$ cat config.mk
export PLATFORM = sky130hd
export DESIGN_NAME = ldst_req_arbiter
export DESIGN_NICKNAME = d
export VERILOG_FILES = /design/src/rtl/ldst_arb_pkg.sv /design/src/rtl/ldst_arb_ctrl.sv /design/src/rtl/ldst_arb_dp.sv /design/src/rtl/ldst_req_arbiter.sv
export SDC_FILE = /design/constraint.sdc
export NUM_CORES = 1
export LEC_CHECK = 0
export BUFFER_PORTS_ARGS = -buffer_cell sky130_fd_sc_hd__buf_2
export CORE_ASPECT_RATIO = 0.9
export CORE_MARGIN = 5
export CORE_UTILIZATION = 44
export CTS_CLUSTER_DIAMETER = 80
export CTS_CLUSTER_SIZE = 25
export DETAILED_ROUTE_END_ITERATION = 16
export MAX_ROUTING_LAYER = met4
export PLACE_DENSITY = 0.85
export SYNTH_ARGS = -nofsm -noshare
export SYNTH_HDL_FRONTEND = slang
export SYNTH_SLANG_ARGS = --single-unit
$ cat constraint.sdc
create_clock -name clk -period 7.3 [get_ports clk]
set_clock_uncertainty 0.05 [all_clocks]
set_input_delay 1.095 -clock clk [delete_from_list [all_inputs] [get_ports clk]]
set_output_delay 1.095 -clock clk [all_outputs]
set_load 0.02 [all_outputs]
$ cat src/rtl/ldst_arb_pkg.sv
package ldst_arb_pkg;
  typedef enum logic [1:0] {
    CMD_INSTR     = 2'd0,
    CMD_INFO      = 2'd1,
    CMD_INFO_DATA = 2'd2,
    CMD_REPLACE   = 2'd3
  } ctrlCmd_e;

  typedef struct packed {
    logic grant;     // a thread request was granted
    logic useRec;    // granted thread is served from its recycled slot
    logic ctrlSel;   // controller owns the tag port this cycle
    logic fwdValid;  // something is forwarded to the stage register
    logic updData;   // update with data (info+data or replacement)
    logic evict;     // replacement
  } arbStrobe_t;
endpackage

$ cat src/rtl/ldst_arb_ctrl.sv
module ldst_arb_ctrl
  import ldst_arb_pkg::*;
#(
  parameter int NUM_THREADS = 4,
  localparam int THR_W = (NUM_THREADS > 1) ? $clog2(NUM_THREADS) : 1
) (
  input  logic                   clk,
  input  logic                   rstN,
  input  logic [NUM_THREADS-1:0] normValid,
  input  logic [NUM_THREADS-1:0] recValid,
  input  logic                   ctrlValid,
  input  logic [1:0]             ctrlCmd,
  input  logic [NUM_THREADS-1:0] missSleep,
  input  logic                   wakeStrobe,
  input  logic [NUM_THREADS-1:0] wakeThreadOh,
  output arbStrobe_t             stb,
  output logic [THR_W-1:0]       winId,
  output logic [NUM_THREADS-1:0] normDeq,
  output logic [NUM_THREADS-1:0] recAck
);
  logic [NUM_THREADS-1:0] sleepMask, sleepNext, wakeMask, eligible, grantMask;
  logic [THR_W-1:0]       ptr;
  logic                   found;
  ctrlCmd_e               cmdE;

  always_comb begin
    int c;
    wakeMask  = wakeThreadOh & {NUM_THREADS{wakeStrobe}};
    sleepNext = (sleepMask | missSleep) & ~wakeMask;
    eligible  = (normValid | recValid) & ~sleepNext & {NUM_THREADS{~ctrlValid}};
    found = 1'b0;
    winId = '0;
    for (int k = 0; k < NUM_THREADS; k++) begin
      c = int'(ptr) + k;
      if (c >= NUM_THREADS) c = c - NUM_THREADS;
      if (!found && eligible[c]) begin
        found = 1'b1;
        winId = THR_W'(c);
      end
    end
    grantMask = found ? (NUM_THREADS'(1) << winId) : '0;
  end

  always_comb begin
    cmdE         = ctrlCmd_e'(ctrlCmd);
    stb.grant    = found;
    stb.useRec   = found && recValid[winId];
    stb.ctrlSel  = ctrlValid;
    stb.updData  = ctrlValid && (cmdE == CMD_INFO_DATA || cmdE == CMD_REPLACE);
    stb.evict    = ctrlValid && (cmdE == CMD_REPLACE);
    stb.fwdValid = ctrlValid ? (cmdE != CMD_INFO) : found;
    normDeq      = stb.useRec ? '0 : grantMask;
    recAck       = stb.useRec ? grantMask : '0;
  end

  always_ff @(posedge clk) begin
    if (!rstN) begin
      sleepMask <= '0;
      ptr       <= '0;
    end else begin
      sleepMask <= sleepNext;
      if (found)
        ptr <= (int'(winId) == NUM_THREADS - 1) ? '0 : winId + THR_W'(1);
    end
  end


  grant_has_req_chk: assert property (@(posedge clk) disable iff (!rstN)
    ((normDeq | recAck) & ~(normValid | recValid)) == '0);

  one_winner_chk: assert property (@(posedge clk) disable iff (!rstN)
    $onehot0(normDeq | recAck));

  recycled_first_chk: assert property (@(posedge clk) disable iff (!rstN)
    (normDeq & recValid) == '0);

  ctrl_quiet_chk: assert property (@(posedge clk) disable iff (!rstN)
    ctrlValid |-> (normDeq | recAck) == '0);

  ptr_hold_chk: assert property (@(posedge clk) disable iff (!rstN)
    ctrlValid |=> $stable(ptr));

  sleeper_blocked_chk: assert property (@(posedge clk) disable iff (!rstN)
    ((normDeq | recAck) & sleepMask & ~wakeMask) == '0);
endmodule

$ cat src/rtl/ldst_arb_dp.sv
module ldst_arb_dp
  import ldst_arb_pkg::*;
#(
  parameter int NUM_THREADS = 4,
  parameter int IDX_W       = 6,
  parameter int TAG_W       = 8,
  localparam int ADDR_W = IDX_W + TAG_W,
  localparam int THR_W  = (NUM_THREADS > 1) ? $clog2(NUM_THREADS) : 1
) (
  input  logic                          clk,
  input  logic                          rstN,
  input  arbStrobe_t                    stb,
  input  logic [THR_W-1:0]              winId,
  input  logic [NUM_THREADS*ADDR_W-1:0] normAddr,
  input  logic [NUM_THREADS*ADDR_W-1:0] recAddr,
  input  logic [ADDR_W-1:0]             ctrlAddr,
  output logic [IDX_W-1:0]              tagReadIdx,
  output logic                          stgValid,
  output logic [ADDR_W-1:0]             stgAddr,
  output logic [THR_W-1:0]              stgThread,
  output logic                          stgFromCtrl,
  output logic                          stgUpdData,
  output logic                          stgEvict
);
  logic [ADDR_W-1:0] normArr [NUM_THREADS];
  logic [ADDR_W-1:0] recArr  [NUM_THREADS];
  logic [ADDR_W-1:0] selAddr;

  for (genvar g = 0; g < NUM_THREADS; g++) begin : g_unpack
    assign normArr[g] = normAddr[g*ADDR_W +: ADDR_W];
    assign recArr[g]  = recAddr[g*ADDR_W +: ADDR_W];
  end

  always_comb begin
    if (stb.ctrlSel)      selAddr = ctrlAddr;
    else if (!stb.grant)  selAddr = '0;
    else if (stb.useRec)  selAddr = recArr[winId];
    else                  selAddr = normArr[winId];
    tagReadIdx = selAddr[IDX_W-1:0];
  end

  always_ff @(posedge clk) begin
    if (!rstN) begin
      stgValid    <= 1'b0;
      stgAddr     <= '0;
      stgThread   <= '0;
      stgFromCtrl <= 1'b0;
      stgUpdData  <= 1'b0;
      stgEvict    <= 1'b0;
    end else begin
      stgValid    <= stb.fwdValid;
      stgAddr     <= selAddr;
      stgThread   <= winId;
      stgFromCtrl <= stb.ctrlSel;
      stgUpdData  <= stb.updData;
      stgEvict    <= stb.evict;
    end
  end


  stage_load_chk: assert property (@(posedge clk) disable iff (!rstN)
    stb.grant |=> stgValid && !stgFromCtrl);

  evict_implies_data_chk: assert property (@(posedge clk) disable iff (!rstN)
    stgEvict |-> stgUpdData && stgFromCtrl);
endmodule

$ cat src/rtl/ldst_req_arbiter.sv
module ldst_req_arbiter
  import ldst_arb_pkg::*;
#(
  parameter int NUM_THREADS = 4,
  parameter int IDX_W       = 6,
  parameter int TAG_W       = 8,
  localparam int ADDR_W = IDX_W + TAG_W,
  localparam int THR_W  = (NUM_THREADS > 1) ? $clog2(NUM_THREADS) : 1
) (
  input  logic                          clk,
  input  logic                          rstN,
  input  logic [NUM_THREADS-1:0]        thrNormValid,
  input  logic [NUM_THREADS-1:0]        thrRecValid,
  input  logic [NUM_THREADS*ADDR_W-1:0] thrNormAddr,
  input  logic [NUM_THREADS*ADDR_W-1:0] thrRecAddr,
  input  logic                          ctrlValid,
  input  logic [1:0]                    ctrlCmd,
  input  logic [ADDR_W-1:0]             ctrlAddr,
  input  logic [NUM_THREADS-1:0]        missSleep,
  input  logic                          wakeStrobe,
  input  logic [NUM_THREADS-1:0]        wakeThreadOh,
  output logic [IDX_W-1:0]              tagReadIdx,
  output logic [NUM_THREADS-1:0]        normDequeue,
  output logic [NUM_THREADS-1:0]        recycleAck,
  output logic                          stgValid,
  output logic [ADDR_W-1:0]             stgAddr,
  output logic [THR_W-1:0]              stgThread,
  output logic                          stgFromCtrl,
  output logic                          stgUpdData,
  output logic                          stgEvict
);
  arbStrobe_t       stb;
  logic [THR_W-1:0] winId;

  ldst_arb_ctrl #(.NUM_THREADS(NUM_THREADS)) uCtrl (
    .clk(clk), .rstN(rstN),
    .normValid(thrNormValid), .recValid(thrRecValid),
    .ctrlValid(ctrlValid), .ctrlCmd(ctrlCmd),
    .missSleep(missSleep), .wakeStrobe(wakeStrobe), .wakeThreadOh(wakeThreadOh),
    .stb(stb), .winId(winId), .normDeq(normDequeue), .recAck(recycleAck)
  );

  ldst_arb_dp #(.NUM_THREADS(NUM_THREADS), .IDX_W(IDX_W), .TAG_W(TAG_W)) uDp (
    .clk(clk), .rstN(rstN), .stb(stb), .winId(winId),
    .normAddr(thrNormAddr), .recAddr(thrRecAddr), .ctrlAddr(ctrlAddr),
    .tagReadIdx(tagReadIdx), .stgValid(stgValid), .stgAddr(stgAddr),
    .stgThread(stgThread), .stgFromCtrl(stgFromCtrl),
    .stgUpdData(stgUpdData), .stgEvict(stgEvict)
  );


  info_drop_chk: assert property (@(posedge clk) disable iff (!rstN)
    ctrlValid && ctrlCmd == 2'd1 |=> !stgValid);

  replace_flags_chk: assert property (@(posedge clk) disable iff (!rstN)
    ctrlValid && ctrlCmd == 2'd3 |=> stgEvict && stgUpdData);
endmodule

==> results_dict.tcl <==
set metrics [dict create \
    worst_slack_ps 1700 \
    timing.rr.start "uCtrl.ptr[1]" \
    worstPathRequired_ps 6150 \
    track_usage_pct 23.6 \
    clock_sink_count 26 \
    hold_start "uCtrl.ptr[1]" \
    num_rows 25 \
    die_w_um 88.1 \
    post_cts_buffers 0 \
    ys.flop_type "dfxtp_1" \
    ys_async_sr_fraction_pct 0 \
    whs_ps 527 \
    ys_seq_area_share_pct 21.5 \
    syn_area_um2 2420 \
    hold_end "uCtrl.ptr[1]" \
    start_util_pct 45.7 \
    io_pins 182 \
    cts_tree "built" \
    whs_path_depth 2 \
    powerDensity_nw_per_um2 143 \
    end_kind "primary output" \
    wl_per_cell_um 17.0 \
    wl_um 8290 \
    via_per_inst 5.60 \
    avgSynthCellArea_um2 9.19 \
    rrSetupSlack_ps 3820 \
    cts_buffers 3 \
    syn_nets 415 \
    syn_to_final_growth_pct 35.5 \
    dp_hpwl_um 6910 \
    dp_slack_ps 1750 \
    synth.area.top_cells "mux2i_1 29%, dfxtp_1 22%, o2111ai_1 6.5%, mux2_2 5.6%, buf_4 3.1%" \
    grt_setup_unrepaired "false" \
    fp.dieH_um 80.3 \
    yosysTopAreaCell "mux2i_1" \
    period_minus_slack_ps 5600 \
    antenna_cells 0 \
    die-area_um2 7080 \
    crit_arrival_ps 4460 \
    max-clock-path-buffers 2 \
    hold_viol_final 0 \
    reg2regPathDepth 7 \
    drv_slew 0 \
    yosysUniqueCellTypes 43 \
    antenna_found_initial 0 \
    status "completed" \
    drc 0 \
    max_slew_margin_pct 31.8 \
    cp-start-kind "input port" \
    final_util_pct 61.9 \
    first_pass_iters 4 \
    vias 2738 \
    drive_gt1_share_pct 49.1 \
    grt_overflow_total 0 \
    portBuffers 181 \
    cts_root_buf "clkbuf_8" \
    reg2reg_to "uDp.stgAddr[6]" \
    grt_pass1_vias 2821 \
    final_antenna_net_count 0 \
    n_fill_cell 480 \
    hold_class "flop to flop" \
    cts.reportedPaths.clkPinSlew_ps 80 \
    yosys_warnings 0 \
    grt_max_degree 27 \
    ys_seq_elements 26 \
    cp_max_fo 26 \
    fin_crit_sh_pct 76.7 \
    synth_edf_count 0 \
    ctsHtreeMaxLevel 1 \
    worst_pin_slew_ps 1020 \
    cts.hold.buffers_added 0 \
    grt_pass1_wl_um 13000 \
    power_leakage_nw 1.62 \
    final-setup-viol-count 0 \
    path_class "input port to primary output" \
    gp_congestion 0.923 \
    irDropWorstVdd_mv 0.0765 \
    clk_latency_ps 270 \
    drt_iter0_markers 200 \
    yosysTopAreaCellShare_pct 29.0 \
    cts.repair.resized 0 \
    maxCapViolCount 0 \
    syn_inst 263 \
    core_um2 5290 \
    fmax_mhz 179 \
    nNetsFinal 576 \
    tns_ps 0 \
]
[cell usage after synthesis, types with 2 or more instances]
library cell  instances
nor2_1               14
and3_1                5
mux2i_1              70
clkbuf_2              2
mux2_2               12
ha_1                  4
o21ai_1               5
clkbuf_1              8
a21oi_1               7
dfxtp_1              26
and2_1                9
nand2_1              18
o21ai_0               4
o311ai_1              2
inv_1                 5
buf_4                10
a2bb2oi_1             2
a21o_1                6
o221ai_1              6
buf_6                 6
o2bb2ai_1             2
o2111ai_1            18
or2_1                 2
[layout by cell type, fill, tap and decap left out, types with 7 or more instances in the layout]
| cell type | count |
|---|---|
| a21oi_1 | 7 |
| and2_1 | 9 |
| buf_2 | 181 |
| dfxtp_1 | 26 |
| mux2_2 | 12 |
| mux2i_1 | 70 |
| nand2_1 | 18 |
| nor2_1 | 14 |
| o2111ai_1 | 18 |
[layout make-up]
cell class                 instances  area [um2]  area share (%)
timing repair buffer             183         921            28.1
clock buffer                       3        41.3            1.26
inverter                           5        18.8           0.573
sequential                        26         520            15.9
multi-input combinational        205        1690            51.6
tap                               67        83.8            2.56
[critical path, stage by stage]
cell	delay (ps)
buf_2	170
or2_1	290
a31oi_1	830
o211a_2	850
mux2i_1	250
mux2i_4	550
and3_1	250
buf_2	160
[cell families (layout without fill, tap and decap cells)]
| logic type | Yosys count | after routing | share of synthesized area, % |
|---|---|---|---|
| compound gates | 64 | 64 | 21.6 |
| fa+ha+maj | 4 | 4 | 2.07 |
| buf+inv | 32 | 191 | 8.54 |
| flops | 26 | 26 | 21.5 |
| mux | 83 | 83 | 35.5 |
| simple gates | 54 | 54 | 10.7 |
[through the flow]
| step | total power [mW] | cell area [um2] | cells |
|---|---|---|---|
| 2_1_floorplan | 0.323 | 2420 | 263 |
| 3_3_place_gp | 0.387 | 3230 | 486 |
| 3_5_place_dp | 0.391 | 3230 | 486 |
| 4_1_cts | 0.471 | 3270 | 489 |
| 5_1_grt | 0.502 | 3270 | 489 |
| 6_report | 0.469 | 3270 | 489 |
[worst max path at each step]
stage                    from             end  depth (start not counted)
6_report       thrRecValid[0]   recycleAck[1]                          8
5_1_grt        thrRecValid[0]   recycleAck[0]                          8
4_1_cts        thrRecValid[0]   recycleAck[1]                          8
3_5_place_dp   thrRecValid[0]   recycleAck[1]                          8
3_3_place_gp   thrRecValid[0]   recycleAck[2]                          8
2_1_floorplan  thrRecValid[0]  normDequeue[3]                         10
[layer usage]
metal	wire (um)	track usage (%)
met1	3120	27.6
met2	4140	40.6
met3	843	4.92
met4	192	7.40
met5	0	-
[state kept, by name (all words and copies together), names as in the netlist]
register	flops
uDp.stgThread	2
uDp.stgAddr	14
uDp.stgUpdData	1
uCtrl.ptr	2
uCtrl.sleepMask	4
uDp.stgValid	1
uDp.stgFromCtrl	1
uDp.stgEvict	1
[power by group]
| part | internal (mW) | switching [mW] |
|---|---|---|
| logic | 0.103 | 0.127 |
| registers | 0.154 | 0.00496 |
| clock network | 0.0370 | 0.0433 |
(Power assumes the default switching activity.)
